`config.mk`:
```
export PLATFORM = sky130hd
export DESIGN_NAME = fault_status_reg
export DESIGN_NICKNAME = d
export VERILOG_FILES = /design/src/rtl/fsr_pkg.sv /design/src/rtl/fsr_txn_filter.sv /design/src/rtl/fsr_capture.sv /design/src/rtl/fsr_sticky_bank.sv /design/src/rtl/fault_status_reg.sv
export SDC_FILE = /design/constraint.sdc
export NUM_CORES = 1
export LEC_CHECK = 0
export ABC_AREA = 0
export BUFFER_PORTS_ARGS = -buffer_cell sky130_fd_sc_hd__buf_4
export CAP_MARGIN = 10
export CORE_MARGIN = 8
export CORE_UTILIZATION = 40
export CTS_CLUSTER_DIAMETER = 60
export CTS_CLUSTER_SIZE = 24
export DETAILED_ROUTE_END_ITERATION = 7
export GPL_TIMING_DRIVEN = 0
export PLACE_DENSITY = 0.75
export SLEW_MARGIN = 20
export SYNTH_ARGS = -nofsm -noshare
export SYNTH_HDL_FRONTEND = slang
export SYNTH_SLANG_ARGS = --single-unit
```
`constraint.sdc`:
```
create_clock -name clk -period 4.4 [get_ports clk]
set_input_delay 0.88 -clock clk [delete_from_list [all_inputs] [get_ports clk]]
set_output_delay 0.88 -clock clk [all_outputs]
set_load 0.02 [all_outputs]
```
`src/rtl/fsr_pkg.sv`:
```
package fsr_pkg;
  localparam int NUM_ERR   = 19;
  localparam int IDX_W     = $clog2(NUM_ERR);
  localparam int STICKY_LO = 33;
  localparam int STICKY_HI = STICKY_LO + NUM_ERR - 1;
  localparam int PRIV_BIT  = 52;
  localparam int ME_BIT    = 53;
  localparam int ESYN_LO   = 0;
  localparam int ESYN_W    = 9;
  localparam int MSYN_LO   = 16;
  localparam int MSYN_W    = 4;
  localparam int REG_W     = 64;

  // class membership per type index
  localparam logic [NUM_ERR-1:0] HWC_MASK  = 19'h0A0A9;
  localparam logic [NUM_ERR-1:0] SWC_MASK  = 19'h00200;
  localparam logic [NUM_ERR-1:0] MTAG_MASK = 19'h0C000;
  localparam logic [NUM_ERR-1:0] DSYN_MASK = 19'h033FF;
  localparam logic [NUM_ERR-1:0] ADDR_MASK = {NUM_ERR{1'b1}};

  typedef enum logic [1:0] {
    CLS_NONE = 2'd0,
    CLS_HWC  = 2'd1,
    CLS_SWC  = 2'd2,
    CLS_UNC  = 2'd3
  } fsr_cls_e;

  function automatic fsr_cls_e cls_of(input logic [IDX_W-1:0] idx);
    logic [(1<<IDX_W)-1:0] hw_ext;
    logic [(1<<IDX_W)-1:0] sw_ext;
    hw_ext = (1<<IDX_W)'(HWC_MASK);
    sw_ext = (1<<IDX_W)'(SWC_MASK);
    if (hw_ext[idx])      return CLS_HWC;
    else if (sw_ext[idx]) return CLS_SWC;
    else                  return CLS_UNC;
  endfunction
endpackage

```
`src/rtl/fsr_txn_filter.sv`:
```
module fsr_txn_filter #(
  parameter int TAG_W  = 4,
  parameter int BEAT_W = 2
) (
  input  logic              clk,
  input  logic              rst_n,
  input  logic              chk_valid,
  input  logic              chk_bus,
  input  logic [TAG_W-1:0]  chk_tag,
  input  logic [BEAT_W-1:0] chk_beat,
  output logic              drop
);
  logic              trk_vld;
  logic [TAG_W-1:0]  trk_tag;
  logic [BEAT_W-1:0] trk_beat;

  always_comb begin
    drop = chk_bus && trk_vld && (chk_tag == trk_tag) && (chk_beat > trk_beat);
  end

  always_ff @(posedge clk) begin
    if (!rst_n) begin
      trk_vld  <= 1'b0;
      trk_tag  <= '0;
      trk_beat <= '0;
    end else if (chk_valid && chk_bus && !drop) begin
      trk_vld  <= 1'b1;
      trk_tag  <= chk_tag;
      trk_beat <= chk_beat;
    end
  end
endmodule

```
`src/rtl/fsr_capture.sv`:
```
module fsr_capture
  import fsr_pkg::*;
#(
  parameter int                 DW   = 8,
  parameter logic [NUM_ERR-1:0] ELIG = {NUM_ERR{1'b1}}
) (
  input  logic               clk,
  input  logic               rst_n,
  input  logic               log_en,
  input  logic [IDX_W-1:0]   log_idx,
  input  fsr_cls_e           log_cls,
  input  logic [DW-1:0]      log_data,
  input  logic               clr_en,
  input  logic [NUM_ERR-1:0] clr_mask,
  output logic [DW-1:0]      cap_data
);
  localparam int EXT = 1 << IDX_W;

  logic [EXT-1:0]   elig_ext;
  logic [EXT-1:0]   clr_ext;
  logic             locked;
  logic [IDX_W-1:0] own_idx;
  fsr_cls_e         own_cls;
  logic             clr_hit;
  logic             still_locked;
  logic             take;

  always_comb begin
    elig_ext     = EXT'(ELIG);
    clr_ext      = EXT'(clr_mask);
    clr_hit      = clr_en && locked && clr_ext[own_idx];
    still_locked = locked && !clr_hit;
    take         = log_en && elig_ext[log_idx] &&
                   (!still_locked || (log_cls > own_cls));
  end

  always_ff @(posedge clk) begin
    if (!rst_n) begin
      locked   <= 1'b0;
      own_idx  <= '0;
      own_cls  <= CLS_NONE;
      cap_data <= '0;
    end else if (take) begin
      locked   <= 1'b1;
      own_idx  <= log_idx;
      own_cls  <= log_cls;
      cap_data <= log_data;
    end else if (clr_hit) begin
      locked   <= 1'b0;
      own_cls  <= CLS_NONE;
    end
  end
endmodule

```
`src/rtl/fsr_sticky_bank.sv`:
```
module fsr_sticky_bank
  import fsr_pkg::*;
(
  input  logic               clk,
  input  logic               rst_n,
  input  logic               log_en,
  input  logic [IDX_W-1:0]   log_idx,
  input  fsr_cls_e           log_cls,
  input  logic               log_priv,
  input  logic               clr_en,
  input  logic [NUM_ERR-1:0] clr_sticky,
  input  logic               clr_me,
  input  logic               clr_priv,
  output logic [NUM_ERR-1:0] sticky,
  output logic               me_flag,
  output logic               priv_flag
);
  localparam int EXT = 1 << IDX_W;

  logic [EXT-1:0]     sticky_ext;
  logic [EXT-1:0]     set_ext;
  logic [NUM_ERR-1:0] set_vec;
  logic [NUM_ERR-1:0] clr_vec;
  logic               repeat_hit;

  always_comb begin
    sticky_ext = EXT'(sticky);
    set_ext    = log_en ? (EXT'(1) << log_idx) : '0;
    set_vec    = set_ext[NUM_ERR-1:0];
    clr_vec    = clr_en ? clr_sticky : '0;
    repeat_hit = log_en && sticky_ext[log_idx] && (log_cls != CLS_HWC);
  end

  always_ff @(posedge clk) begin
    if (!rst_n) begin
      sticky    <= '0;
      me_flag   <= 1'b0;
      priv_flag <= 1'b0;
    end else begin
      sticky  <= (sticky & ~clr_vec) | set_vec;
      me_flag <= (me_flag && !(clr_en && clr_me)) || repeat_hit;
      if (log_en)                 priv_flag <= log_priv;
      else if (clr_en && clr_priv) priv_flag <= 1'b0;
    end
  end
endmodule

```
`src/rtl/fault_status_reg.sv`:
```
module fault_status_reg
  import fsr_pkg::*;
#(
  parameter int ADDR_W = 40,
  parameter int TAG_W  = 4
) (
  input  logic                 clk,
  input  logic                 rst_n,
  input  logic                 evt_valid,
  output logic                 evt_ready,
  input  logic [IDX_W-1:0]     evt_type,
  input  logic [ADDR_W-1:0]    evt_addr,
  input  logic [MSYN_W-1:0]    evt_msyn,
  input  logic [ESYN_W-1:0]    evt_esyn,
  input  logic                 evt_priv,
  input  logic                 evt_bus,
  input  logic [TAG_W-1:0]     evt_tag,
  input  logic [1:0]           evt_beat,
  input  logic                 sw_wr_en,
  input  logic [REG_W-1:0]     sw_wr_data,
  output logic [REG_W-1:0]     sw_rd_data,
  output logic [ADDR_W-1:0]    fault_addr,
  input  logic                 irq_en,
  output logic                 irq
);
  logic               xfer;
  logic               type_ok;
  logic               drop;
  logic               log_en;
  fsr_cls_e           log_cls;
  logic [NUM_ERR-1:0] clr_sticky;
  logic [NUM_ERR-1:0] sticky;
  logic               me_flag;
  logic               priv_flag;
  logic [MSYN_W-1:0]  msyn_q;
  logic [ESYN_W-1:0]  esyn_q;

  assign evt_ready = 1'b1;

  always_comb begin
    xfer       = evt_valid && evt_ready;
    type_ok    = (int'(evt_type) < NUM_ERR);
    log_en     = xfer && type_ok && !drop;
    log_cls    = cls_of(evt_type);
    clr_sticky = sw_wr_data[STICKY_HI:STICKY_LO];
  end

  fsr_txn_filter #(.TAG_W(TAG_W), .BEAT_W(2)) u_filter (
    .clk       (clk),
    .rst_n     (rst_n),
    .chk_valid (xfer && type_ok),
    .chk_bus   (evt_bus),
    .chk_tag   (evt_tag),
    .chk_beat  (evt_beat),
    .drop      (drop)
  );

  fsr_sticky_bank u_bank (
    .clk        (clk),
    .rst_n      (rst_n),
    .log_en     (log_en),
    .log_idx    (evt_type),
    .log_cls    (log_cls),
    .log_priv   (evt_priv),
    .clr_en     (sw_wr_en),
    .clr_sticky (clr_sticky),
    .clr_me     (sw_wr_data[ME_BIT]),
    .clr_priv   (sw_wr_data[PRIV_BIT]),
    .sticky     (sticky),
    .me_flag    (me_flag),
    .priv_flag  (priv_flag)
  );

  fsr_capture #(.DW(ADDR_W), .ELIG(ADDR_MASK)) u_cap_addr (
    .clk (clk), .rst_n (rst_n), .log_en (log_en), .log_idx (evt_type),
    .log_cls (log_cls), .log_data (evt_addr), .clr_en (sw_wr_en),
    .clr_mask (clr_sticky), .cap_data (fault_addr)
  );

  fsr_capture #(.DW(MSYN_W), .ELIG(MTAG_MASK)) u_cap_msyn (
    .clk (clk), .rst_n (rst_n), .log_en (log_en), .log_idx (evt_type),
    .log_cls (log_cls), .log_data (evt_msyn), .clr_en (sw_wr_en),
    .clr_mask (clr_sticky), .cap_data (msyn_q)
  );

  fsr_capture #(.DW(ESYN_W), .ELIG(DSYN_MASK)) u_cap_esyn (
    .clk (clk), .rst_n (rst_n), .log_en (log_en), .log_idx (evt_type),
    .log_cls (log_cls), .log_data (evt_esyn), .clr_en (sw_wr_en),
    .clr_mask (clr_sticky), .cap_data (esyn_q)
  );

  always_comb begin
    sw_rd_data = '0;
    sw_rd_data[ME_BIT]                         = me_flag;
    sw_rd_data[PRIV_BIT]                       = priv_flag;
    sw_rd_data[STICKY_HI:STICKY_LO]            = sticky;
    sw_rd_data[MSYN_LO+MSYN_W-1:MSYN_LO]       = msyn_q;
    sw_rd_data[ESYN_LO+ESYN_W-1:ESYN_LO]       = esyn_q;
    irq = irq_en && (|sticky);
  end
endmodule

```
# Word-level counts from Yosys, hierarchy flattened
# Memory sizes are Yosys's and may differ from the RTL's.
# Index checks and enable logic that the tools add are counted.
op_classes:
  magnitude_cmp: 9
  eq_ne: 2
  shift: 1
  n_mux: 31
  n_bitwise: 3
  reduce_logical: 45
ops:
  columns: ["cell", "n"]
  rows:
  - ["$mux 19", 2]
  - ["$logic_and 1x1->1", 28]
  - ["$lt 5x6->1 const B", 4]
  - ["$bmux 1 s5", 4]
  - ["$and 19x19->19", 1]
  - ["$not 19->19", 1]
  - ["$or 19x19->19", 1]
  - ["$reduce_or 19->1", 1]
  - ["$shl 1x5->19 const A", 1]
  - ["$mux 1", 18]
  - ["$mux 2", 7]
  - ["$gt 2x2->1", 4]
  - ["$logic_not 1->1", 8]
  - ["$reduce_bool 2->1", 4]
  - ["$lt 5x5->1 const B", 1]
  - ["$eq 4x4->1", 1]
  - ["$logic_or 1x1->1", 4]
  - ["$ne 2x1->1 const B", 1]
totals:
  regBits: 105
  rom_bits: 160
  in_bits: 135
  mem_count: 5
memory_table:
  columns: ["memory", "depth", "word_bits", "rd", "rd_clocked_by_memory_dff", "write_ports", "line_no", "text"]
  rows:
  - ["(no name shown)", 32, 1, 1, 0, 0, "fsr_capture.sv:33", "take = log_en && elig_ext[log_idx] &&"]
  - ["(no name shown)", 32, 1, 1, 0, 0, "fsr_capture.sv:33", null]
  - ["(no name shown)", 32, 1, 1, 0, 0, "fsr_pkg.sv:34", "else if (sw_ext[idx]) return CLS_SWC;"]
  - ["(no name shown)", 32, 1, 1, 0, 0, "fsr_pkg.sv:33", "if (hw_ext[idx]) return CLS_HWC;"]
  - ["(no name shown)", 32, 1, 1, 0, 0, "fsr_capture.sv:33", null]

# Logic depth before layout (Yosys ltp)
# Gate-level depths: netlist (run 1).
depth:
  depth_word: 9
  ltp_mapped: 13

# Hierarchy
# A second synthesis (run 1) with hierarchy kept.
unflattened:
  hier_cells: 644
  hier_area_um2: 5706.7
by_module_without_submodules:
  columns: ["mod", "instances", "cells_each", "area_each_um2", "seq_area_each_um2"]
  rows:
  - ["fsr_capture (u_cap_addr)", 1, 244, 2220.9, 960.9]
  - ["fsr_sticky_bank", 1, 127, 1106.1, 420.4]
  - ["fsr_capture (u_cap_esyn)", 1, 102, 935.9, 340.3]
  - ["fsr_capture (u_cap_msyn)", 1, 78, 704.4, 240.2]
  - ["fault_status_reg", 1, 50, 371.6, 0.0]
  - ["fsr_txn_filter", 1, 43, 367.9, 140.1]

# Worst setup path after synthesis (run 1)
# No wires, ideal clock.
synth_timing:
  path_kind: "input-to-reg"
  startpoint: "input port evt_type[1]"
  endpoint: "register u_cap_msyn.own_cls[0]"
  setup_ns: 0.115
  arrival_ns: 3.340
  setup_slack_ns: 0.945
  stages: 13
  n_path_buf: 2
  path_cell_list: "clkbuf_1 -> inv_1 -> ha_1 -> or3_1 -> a21oi_1 -> inv_1 -> ha_1 -> nor2b_1 -> o21ai_0 -> nand2_1 -> o21a_1 -> buf_2 -> o21a_1"
synth_via:
  elab_chain_cells: 8
  word_cells_on_any_way: 17
synth_lines:
  columns: ["item", "line_no", "text"]
  rows:
  - ["start: declaration", "fault_status_reg.sv:11", "input logic [IDX_W-1:0] evt_type,"]
  - ["$mem_v2 32x1", null, null]
  - ["$mux 1 (implied by the code)", "fsr_pkg.sv:34", null]
  - ["$mux 1", "fsr_pkg.sv:34", null]
  - ["$mux 2", "fsr_pkg.sv:33", null]
  - ["$gt 2x2->1", "fsr_capture.sv:34", "(!still_locked || (log_cls > own_cls));"]
  - ["$logic_or 1x1->1", "fsr_capture.sv:34", null]
  - ["$logic_and 1x1->1", "fsr_capture.sv:33", null]
  - ["$mux 2 / $reduce_bool 2->1 (equally long branches)", null, null]
  - ["end signal: assignment", "fsr_capture.sv:46", "own_cls <= log_cls;"]
  - ["end: declaration", "fsr_capture.sv:23", "fsr_cls_e own_cls;"]
# Parallel ways exist; a longest one is shown, timed or not. The select of a mux whose other input is x is not followed.
# A chain may end at the register's enable or synchronous reset.

# Worst setup path in the final report (run 1)
layout_timing:
  startpoint: "input port evt_type[1]"
  endpoint: "register u_cap_addr.own_idx[2]"
layout_via:
  elab_chain_cells: 7
  word_cells_on_any_way: 15
layout_lines:
  columns: ["item", "line_no", "text"]
  rows:
  - ["$mem_v2 32x1", null, null]
  - ["$mux 1 (implied by the code)", "fsr_pkg.sv:34", null]
  - ["$mux 1", "fsr_pkg.sv:34", null]
  - ["$mux 2", "fsr_pkg.sv:33", null]
  - ["$gt 2x2->1", "fsr_capture.sv:34", null]
  - ["$logic_or 1x1->1", "fsr_capture.sv:34", null]
  - ["$logic_and 1x1->1 *", "fsr_capture.sv:33", null]
  - ["end signal: assignment", "fsr_capture.sv:45", "own_idx <= log_idx;"]
  - ["end: declaration", "fsr_capture.sv:22", "logic [IDX_W-1:0] own_idx;"]
# Mark *: on every way between the ends. The rest lies on a longest branch, timed or not. The select of a mux whose other input is x is not followed.

==> impl_metrics.csv, run 1 <==
group,metric,value,unit
critical_path,cp_slowest_cell,"clkbuf_1",
timing,tightestPinTransition,0.9526,ns
cts,htree_levels,3,
global_route,grt_util_all_layers,17.82,%
cts,clk_pin_slew,0.07,ns
placed_design,dpl.hpwl,12740,µm
routing,drcViolationCount,0,
cells_and_area,final_common_cell,"buf_4",
timing,period_needed,3.902,ns
logic_synthesis,ys_async_sr_fraction,0,%
timing,finalSetupTns,0,ns
timing,finClkSkew,0.006987,ns
routing,avgRoutedWirePerCell,16.17,µm
worst_hold_path,hp-class,"reg -> reg",
timing,max_clock_freq,256.3,MHz
worst_hold_path,holdPathStages,2,
die,rows,43,
critical_path,cp_max_fo,10,
die,die-area,17940,µm²
routing,drtPass1Iterations,5,
pwr,p_seq_share,45.7,%
placed_design,portBuffers,164,
cts,cts_tree,"built",
pwr,total_power,2226,µW
timing,rsz0062_at_grt,"no",
pwr,swShare,27.99,%
critical_path,critPathMaxStageDelay,0.47,ns
timing,min_period_over_period,88.67,%
logic_synthesis,yosysWarnings,0,
routing,drt_iter0_markers,262,
pwr,p_per_area,300.9,nW/µm²
cts,cts_resized,0,
timing,slew_headroom,35.62,%
die,core-area,13720,µm²
cells_and_area,drive_gt1_share,29.71,%
status,status,"completed",
critical_path,cp-start-kind,"input port",
global_route,grt-ovfl-total,0,
cts,insertion_delay,0.35,ns
cts,cts_made_buffers,9,
routing,routed_via_density,5.025,
cells_and_area,diodes,0,
timing,finalMaxSlewViolations,0,
timing,setup_viol,0,
cells_and_area,multiInputGateArea,3037,µm²
critical_path,cp_data_required_time,4.67,ns
timing,hold_viol,0,
cells_and_area,fin_nets,962,
cts,cts_root_buffer,"clkbuf_16",
cts,post_cts_buffers,0,
global_route,grt_max_degree,17,
flow_run,max_cap_violations,0,
cells_and_area,seqCellArea,2102,µm²
critical_path,reg2reg_depth,9,
pwr,vdd_drop_max,0.0001562,V
logic_synthesis,ys_seq_elements,105,
logic_synthesis,synth_flop_cell,"dfxtp_1",
routing,totalWireLength,16140,µm
cells_and_area,most-common-layout-cells,"buf_4, nand2_1, dfxtp_1",
pwr,clkPwrFrac,33.7,%
critical_path,worstSetupPathType,"in -> reg",
logic_synthesis,syn_inst,610,
critical_path,cp-end-kind,"flip-flop",
cts,clockBufferDepth,2,
die,die_h,133.9,µm
routing,vias,5015,
critical_path,critical_path.cell_chain,"buf_4, clkbuf_1, inv_1, ha_1, or3_1, a21oi_1, inv_1, ha_1, nor2b_1, o21ai_0, a31oi_1, buf_6, buf_12, mux2i_1",
logic_synthesis,syn-cell-area,5563,µm²
routing,detail-route-antenna-nets,0,
pwr,p_leak,0.003300,µW
die,start_util,40.55,%
global_route,grt_pass1_wl,25590,µm
pwr,internal-power,1603,µW
die,pin_count,241,
logic_synthesis,ys_seq_area_share,37.79,%
cells_and_area,nFillCells,1316,
cts,cts_hold_buf,0,
die,die-width,133.9,µm
global_route,antenna_found_initial,1,
logic_synthesis,syn_area_per_cell,9.119,µm²
pwr,p_sw,623.1,µW
placed_design,gp_congestion,0.8404,
critical_path,crit_arrival,4.17,ns
cts,clock-sinks,105,
cells_and_area,synthToLayoutAreaGrowth,33.02,%
pwr,p_comb_share,20.6,%
logic_synthesis,synth_cell_types,54,
logic_synthesis,synth-edff-count,0,
global_route,grt_pass1_vias,4938,
[worst paths after layout]
path	slack [ns]	start	to
hold reg to reg	0.46	u_cap_esyn.cap_data[5]$_SDFFE_PN0P_	u_cap_esyn.cap_data[5]$_SDFFE_PN0P_
hold / removal	0.46	u_cap_esyn.cap_data[5]$_SDFFE_PN0P_	u_cap_esyn.cap_data[5]$_SDFFE_PN0P_
setup reg to reg	1.71	u_filter.trk_beat[1]$_SDFFE_PN0P_	u_cap_esyn.own_cls[1]$_SDFFE_PN0P_
setup / recovery	0.50	evt_type[1]	u_cap_addr.own_idx[2]$_SDFFE_PN0P_
[synth_stat cells (7+ instances only)]
library cell  count  area [µm²]
ha_1             13       162.7
dfxtp_1         105        2102
nor2_1            7       26.28
inv_1            13       48.80
buf_4            37       277.8
clkbuf_1         24       90.09
a32o_1           11       110.1
nor2b_1          25       156.4
buf_2             9       45.04
mux4_2           10       225.2
nand2_1         162       608.1
nand3_1           8       40.04
mux2i_1          86       860.8
[routing by layer]
layer	track usage (%)	share of wire, %
met2	28.34	45
met5	0	0.062
met4	6.550	1.5
met1	20.81	41
met3	7.853	12
[area by class of cell]
class / count / area share (%)
repair buffers: 164 / 16.64
clock buffers: 10 / 3.230
plain buffers: 74 / 6.544
flip-flops and latches: 105 / 28.41
inverters: 13 / 0.6595
well taps: 180 / 3.044
multi-input cells: 447 / 41.04
clock inverters: 5 / 0.4396
[power by group through the flow]
stage	logic [µW]	registers, µW	clock network (µW)
floorplan	247	1070	0
global placement	455	1040	0
detailed placement	460	1040	0
CTS	461	1020	771
global route	500	1020	808
finish	459	1020	751
[metrics by stage]
| step | util (%) | setup WS (ns) | area, µm² | hold slack (ns) | cells |
|---|---|---|---|---|---|
| 5_1_grt | 53.94 | 0.2088 | 7400 | 0.4776 | 998 |
| 2_1_floorplan | - | 0.9453 | 5672 | 0.4255 | 639 |
| 3_3_place_gp | 51.96 | 0.2137 | 7128 | 0.4428 | 983 |
| 4_1_cts | 53.94 | 0.5496 | 7400 | 0.4602 | 998 |
| 6_report | 53.94 | 0.4984 | 7400 | 0.4565 | 998 |
| 3_5_place_dp | 51.96 | 0.1870 | 7128 | 0.4483 | 983 |
[worst max-delay path, delay by kind of cell]
kind	cells	cell delay, ns
AOI/OAI and AO/OA	3	0.70
buffers and inverters	6	1.34
adders and majority gates	2	0.62
and+or+nand+nor	2	0.43
muxes	1	0.20
[logic make-up (layout without fill, tap and decap cells)]
| group | after synthesis | in the layout | share of synthesized area (%) |
|---|---|---|---|
| and+or+nand+nor | 233 | 233 | 18.83 |
| muxes | 98 | 98 | 19.93 |
| xor gates and xnor gates | 4 | 4 | 0.6297 |
| AOI/OAI and AO/OA | 68 | 68 | 10.19 |
| DFF | 105 | 105 | 37.79 |
| other | 2 | 31 | 0.1350 |
| buffers and inverters | 87 | 266 | 9.582 |
| adders and majority gates | 13 | 13 | 2.924 |
[flip-flops by register name, summed over array words and instances (netlist names), 2 cells and up]
name	cells
u_cap_esyn.cap_data	9
u_cap_msyn.own_cls	2
u_cap_esyn.own_cls	2
u_cap_addr.cap_data	40
u_cap_addr.own_idx	5
u_bank.sticky	19
u_cap_msyn.own_idx	5
u_filter.trk_tag	4
u_filter.trk_beat	2
u_cap_esyn.own_idx	5
u_cap_addr.own_cls	2
u_cap_msyn.cap_data	4
(Power assumes the default switching activity.)
==> inputs of run 2 (changes only) <==
- REMOVE_ABC_BUFFERS: default -> 1
==> run 2 against run 1 <==
Effect of this change:
- fmax rose by 8.1%
- largest power group unchanged
- first-iteration DRC count rose by 2.7%
- via count shrank 7.0%
- core utilization is 2.1 points lower
- sequential cell count unchanged
- largest cell class unchanged
- power rose by 3.1%
- critical path type unchanged
==> impl_metrics.csv, run 2 (synthesis gave the netlist of run 1 again) <==
group,metric,value,unit
routing,drcViolationCount,0,
placed_design,portBuffers,166,
timing,slew_headroom,46.89,%
cells_and_area,diodes,0,
timing,rsz0062_at_grt,"no",
routing,routed_via_density,5.010,
global_route,grt-ovfl-total,0,
die,core-area,13720,µm²
timing,finalMaxSlewViolations,0,
routing,totalWireLength,14260,µm
die,pin_count,241,
timing,whs,0.4535,ns
cts,post_cts_buffers,0,
routing,vias,4664,
critical_path,crit_arrival,3.88,ns
critical_path,worstSetupPathType,"in -> reg",
die,rows,43,
critical_path,cp_top_family,"compound AO/OA/AOI/OAI gates",
cts,cts_tree,"built",
cells_and_area,fin_nets,894,
timing,period_needed,3.608,ns
cts,insertion_delay,0.34,ns
die,die-area,17940,µm²
pwr,p_comb_share,18.1,%
pwr,p_per_area,322.8,nW/µm²
timing,max_clock_freq,277.1,MHz
critical_path,path_buf_inv,5,
flow_run,max_cap_violations,0,
cells_and_area,most-common-layout-cells,"buf_4, nand2_1, dfxtp_1",
cells_and_area,regMostFlops,"u_cap_addr.cap_data",
routing,drtPass1Iterations,4,
critical_path,critical_path.cell_chain,"buf_4, inv_1, ha_1, or3_1, a21oi_1, inv_1, ha_1, nor2b_1, o21ai_0, a31oi_4, buf_16, buf_16, mux2i_1",
routing,detail-route-antenna-nets,0,
cts,cts_root_buffer,"clkbuf_16",
critical_path,cp-end-kind,"flip-flop",
timing,finClkSkew,0.004605,ns
die,die-width,133.9,µm
timing,finalSetupTns,0,ns
pwr,internal-power,1685,µW
timing,hold_viol,0,
global_route,grt_util_all_layers,15.28,%
worst_hold_path,hp-class,"reg -> reg",
cts,cts_resized,0,
global_route,grt_max_degree,88,
routing,drt_iter0_markers,269,
worst_hold_path,holdPathStages,2,
cts,htree_levels,3,
cells_and_area,synthToLayoutAreaGrowth,27.76,%
pwr,p_sw,609.2,µW
critical_path,cp_data_required_time,4.67,ns
routing,avgRoutedWirePerCell,15.32,µm
cts,cts_hold_buf,0,
timing,min_period_over_period,82.01,%
cts,clock-sinks,105,
pwr,p_seq_share,44.7,%
cts,cts_made_buffers,9,
status,status,"completed",
cells_and_area,largestRegisters,"u_cap_addr.cap_data x40, u_bank.sticky x19, u_cap_esyn.cap_data x9",
die,start_util,40.55,%
critical_path,reg2reg_depth,8,
placed_design,dp_slack,0.1749,ns
timing,tightestPinTransition,0.7854,ns
placed_design,dpl.hpwl,10810,µm
critical_path,critPathMaxStageDelay,0.45,ns
placed_design,gp_congestion,0.8051,
pwr,total_power,2294,µW
critical_path,critical_path_depth,13,
cts,clockBufferDepth,2,
critical_path,cp-start-kind,"input port",
critical_path,cp_max_fo,16,
global_route,grt_pass1_vias,4484,
die,die_h,133.9,µm
global_route,antenna_found_initial,0,
cells_and_area,largest_register_ffs,40,
cells_and_area,drive_gt1_share,26.63,%
global_route,grt_pass1_wl,22670,µm
critical_path,cp_slowest_cell,"a31oi_4",
pwr,p_leak,0.003062,µW
cts,clk_pin_slew,0.07,ns
pwr,clkPwrFrac,37.1,%
pwr,swShare,26.55,%
timing,timing.final.ws_setup,0.7917,ns
timing,setup_viol,0,
cells_and_area,final_common_cell,"buf_4",
pwr,vdd_drop_max,0.0002004,V
## run 2: final cells by class
type,count,area (µm²)
timing repair buffer,170,1360
sequential,105,2102
clock buffer,11,232.7
tap,180,225.2
inverter,13,48.80
fill,1295,6613
clock inverter,5,80.08
multi-input combinational,447,3058
## run 2: metrics by stage
stage	instances	util [%]	cell area [µm²]
finish	931	51.80	7107
global placement	911	48.54	6659
detailed placement	915	49.48	6788
floorplan	565	-	5187
global route	931	51.80	7107
CTS	931	51.76	7101
## run 2: worst paths after layout
| check | start | slack (ns) | to |
|---|---|---|---|
| worst min register to register | u_cap_msyn.own_idx[4]$_SDFFE_PN0P_ | 0.45 | u_cap_msyn.own_idx[4]$_SDFFE_PN0P_ |
| worst min-delay path | u_cap_msyn.own_idx[4]$_SDFFE_PN0P_ | 0.45 | u_cap_msyn.own_idx[4]$_SDFFE_PN0P_ |
| worst max register to register | u_filter.trk_beat[1]$_SDFFE_PN0P_ | 1.67 | u_cap_esyn.cap_data[2]$_SDFFE_PN0P_ |
| worst max-delay path | evt_type[0] | 0.79 | u_cap_addr.cap_data[15]$_SDFFE_PN0P_ |
## run 2: per-layer routing
metal	GRT usage (%)	share of wire (%)	wire (µm)
met5	0	0	0
met4	5.427	1.6	223
met3	6.021	10	1475
met2	24.16	46	6493
met1	18.44	43	6068
## run 2: worst reg2reg max path: stages, from the launching register on
cell	delay, ns
dfxtp_1	0.33
inv_1	0.04
ha_1	0.27
nor2b_1	0.13
o21ai_0	0.39
o311a_1	0.44
nand2_1	0.21
a21oi_4	0.58
mux2i_1	0.26
## run 2: power groups by stage
stage	Combinational, µW	Sequential [µW]	Clock [µW]
floorplan	188	1080	0
global placement	412	1050	0
detailed placement	418	1050	0
CTS	419	1030	885
global route	452	1030	919
finish	416	1030	852
==> inputs of run 3 (changes only) <==
- clock period: 4.4 -> 3.5 ns (I/O delays scaled with it)
==> run 3 against run 2 <==
Effect of this change:
- critical endpoint is now u_cap_addr.cap_data[21]$_SDFFE_PN0P_
- largest cell class unchanged
- via count up 0.28%
- highest routed layer unchanged
- combinational power up 27%
- design area up 0.32%
==> impl_metrics.csv, run 3 (synthesis gave the netlist of run 1 again) <==
group,metric,value,unit
status,status,"completed",
die,die-area,17940,µm²
pwr,swShare,26.54,%
cts,cts_hold_buf,0,
cells_and_area,largest_register_ffs,40,
critical_path,cp_top_family,"buffers and inverters",
pwr,p_comb_share,18.3,%
timing,whs,0.4546,ns
global_route,grt_util_all_layers,15.28,%
cells_and_area,final_common_cell,"buf_4",
routing,avgRoutedWirePerCell,15.27,µm
cts,cts_root_buffer,"clkbuf_16",
routing,totalWireLength,14260,µm
cells_and_area,finalCoreUtilization,51.97,%
timing,period_needed,3.306,ns
cells_and_area,most-common-layout-cells,"buf_4, nand2_1, dfxtp_1",
cts,cts_tree,"built",
global_route,antenna_found_initial,0,
cells_and_area,drive_gt1_share,26.92,%
cts,cts_made_buffers,9,
critical_path,cp-start-kind,"input port",
critical_path,critPathMaxStageDelay,0.34,ns
global_route,grt_pass1_vias,4484,
pwr,total_power,2888,µW
cts,clk_pin_slew,0.07,ns
critical_path,endpoint,"u_cap_addr.cap_data[21]$_SDFFE_PN0P_",
critical_path,r2r_end,"u_cap_esyn.cap_data[2]$_SDFFE_PN0P_",
cells_and_area,regMostFlops,"u_cap_addr.cap_data",
critical_path,cp_max_fo,16,
die,core-area,13720,µm²
cells_and_area,largestRegisters,"u_cap_addr.cap_data x40, u_bank.sticky x19, u_cap_esyn.cap_data x9",
flow_run,max_cap_violations,0,
pwr,p_seq_share,44.7,%
routing,vias,4677,
die,start_util,40.55,%
timing,finalMaxSlewViolations,0,
worst_hold_path,hp-class,"reg -> reg",
routing,drt_iter0_markers,290,
critical_path,worstSetupPathType,"in -> reg",
critical_path,cp-end-kind,"flip-flop",
placed_design,dpl.hpwl,10810,µm
cts,clockBufferDepth,2,
critical_path,critical_path.cell_chain,"buf_4, inv_1, ha_1, or3_1, a21oi_1, inv_1, ha_1, nor2b_1, o21ai_0, a31oi_4, buf_16, buf_16, mux2i_1",
critical_path,path_buf_inv,5,
timing,min_period_over_period,94.46,%
timing,finClkSkew,0.004614,ns
routing,detail-route-antenna-nets,0,
timing,setup_viol,0,
die,pin_count,241,
routing,drcViolationCount,0,
pwr,p_sw,766.4,µW
placed_design,portBuffers,166,
critical_path,crit_arrival,3.54,ns
pwr,vdd_drop_max,0.0002519,V
critical_path,cp_data_required_time,3.73,ns
cells_and_area,fin_nets,897,
timing,finalSetupTns,0,ns
pwr,p_per_area,405.1,nW/µm²
cts,htree_levels,3,
pwr,clkPwrFrac,37.1,%
global_route,grt_pass1_wl,22670,µm
pwr,p_leak,0.003078,µW
critical_path,ff2ff_setup_slack,0.75,ns
timing,slew_headroom,46.88,%
cts,insertion_delay,0.34,ns
critical_path,startpoint,"evt_type[1]",
timing,tightestPinTransition,0.7856,ns
cells_and_area,synthToLayoutAreaGrowth,28.16,%
routing,routed_via_density,5.007,
critical_path,critical_path_depth,13,
cells_and_area,nFillCells,1295,
placed_design,gp_congestion,0.8051,
die,die-width,133.9,µm
die,die_h,133.9,µm
critical_path,regToRegStartpoint,"u_filter.trk_beat[1]$_SDFFE_PN0P_",
pwr,internal-power,2122,µW
cells_and_area,diodes,0,
timing,max_clock_freq,302.5,MHz
routing,drtPass1Iterations,4,
die,rows,43,
timing,hold_viol,0,
global_route,grt_max_degree,88,
cts,clock-sinks,105,
global_route,grt-ovfl-total,0,
critical_path,cp_slowest_cell,"a21oi_1",
critical_path,reg2reg_depth,8,
run 3: repair_timing:
| action | in CTS | in global routing |
|---|---|---|
| gates resized for setup | 1 | 0 |
| pin swaps | 0 | 1 |
| setup endpoints to repair | 32 | 30 |
| buffers inserted | 0 | 3 |
run 3: per-stage QoR:
stage               setup WS (ns)  instances  area, µm²
finish                     0.1938        934       7129
global route            -0.004733        934       7129
CTS                       0.05439        931       7107
detailed placement        -0.5451        915       6788
global placement           -4.943        911       6659
floorplan                  -2.785        565       5187
run 3: worst min path at each step:
stage / cells after the start / slack, ns / to / from
floorplan: 2 / 0.43 / u_cap_msyn.own_idx[4]$_SDFFE_PN0P_ / u_cap_msyn.own_idx[4]$_SDFFE_PN0P_
global placement: 2 / 0.44 / u_cap_addr.cap_data[37]$_SDFFE_PN0P_ / u_cap_addr.cap_data[37]$_SDFFE_PN0P_
detailed placement: 2 / 0.45 / u_cap_msyn.own_idx[4]$_SDFFE_PN0P_ / u_cap_msyn.own_idx[4]$_SDFFE_PN0P_
CTS: 2 / 0.46 / u_cap_msyn.own_idx[4]$_SDFFE_PN0P_ / u_cap_msyn.own_idx[4]$_SDFFE_PN0P_
global route: 2 / 0.47 / u_cap_esyn.cap_data[5]$_SDFFE_PN0P_ / u_cap_esyn.cap_data[5]$_SDFFE_PN0P_
finish: 2 / 0.45 / u_cap_msyn.own_idx[4]$_SDFFE_PN0P_ / u_cap_msyn.own_idx[4]$_SDFFE_PN0P_
run 3: power by group through the flow:
| stage | clock network, µW | logic, µW | registers (µW) |
|---|---|---|---|
| after floorplan | 0 | 237 | 1360 |
| after global placement | 0 | 518 | 1310 |
| after detailed placement | 0 | 526 | 1320 |
| after CTS | 1110 | 528 | 1290 |
| after global routing | 1160 | 572 | 1300 |
| final | 1070 | 527 | 1290 |
run 3: cell type report:
class	instances	area, µm²	share of cell area (%)
repair buffers	173	1383	19.39
clock buffers	11	232.7	3.264
flip-flops and latches	105	2102	29.48
clock inverters	5	80.08	1.123
well taps	180	225.2	3.159
multi-input cells	447	3058	42.89
inverters	13	48.80	0.6845
run 3: worst min-delay path: stages, from the launching register on:
cell	delay, ns
dfxtp_1	0.33
nand2_1	0.06
nor2_1	0.03
run 3: routing by layer:
layer  vias up  GRT usage, %  share of wire (%)
li1       2327             -                  -
met1      2163         18.44                 42
met3        14         6.021                 11
met5         -             0                  0
met2       173         24.16                 46
met4         0         5.427                1.5
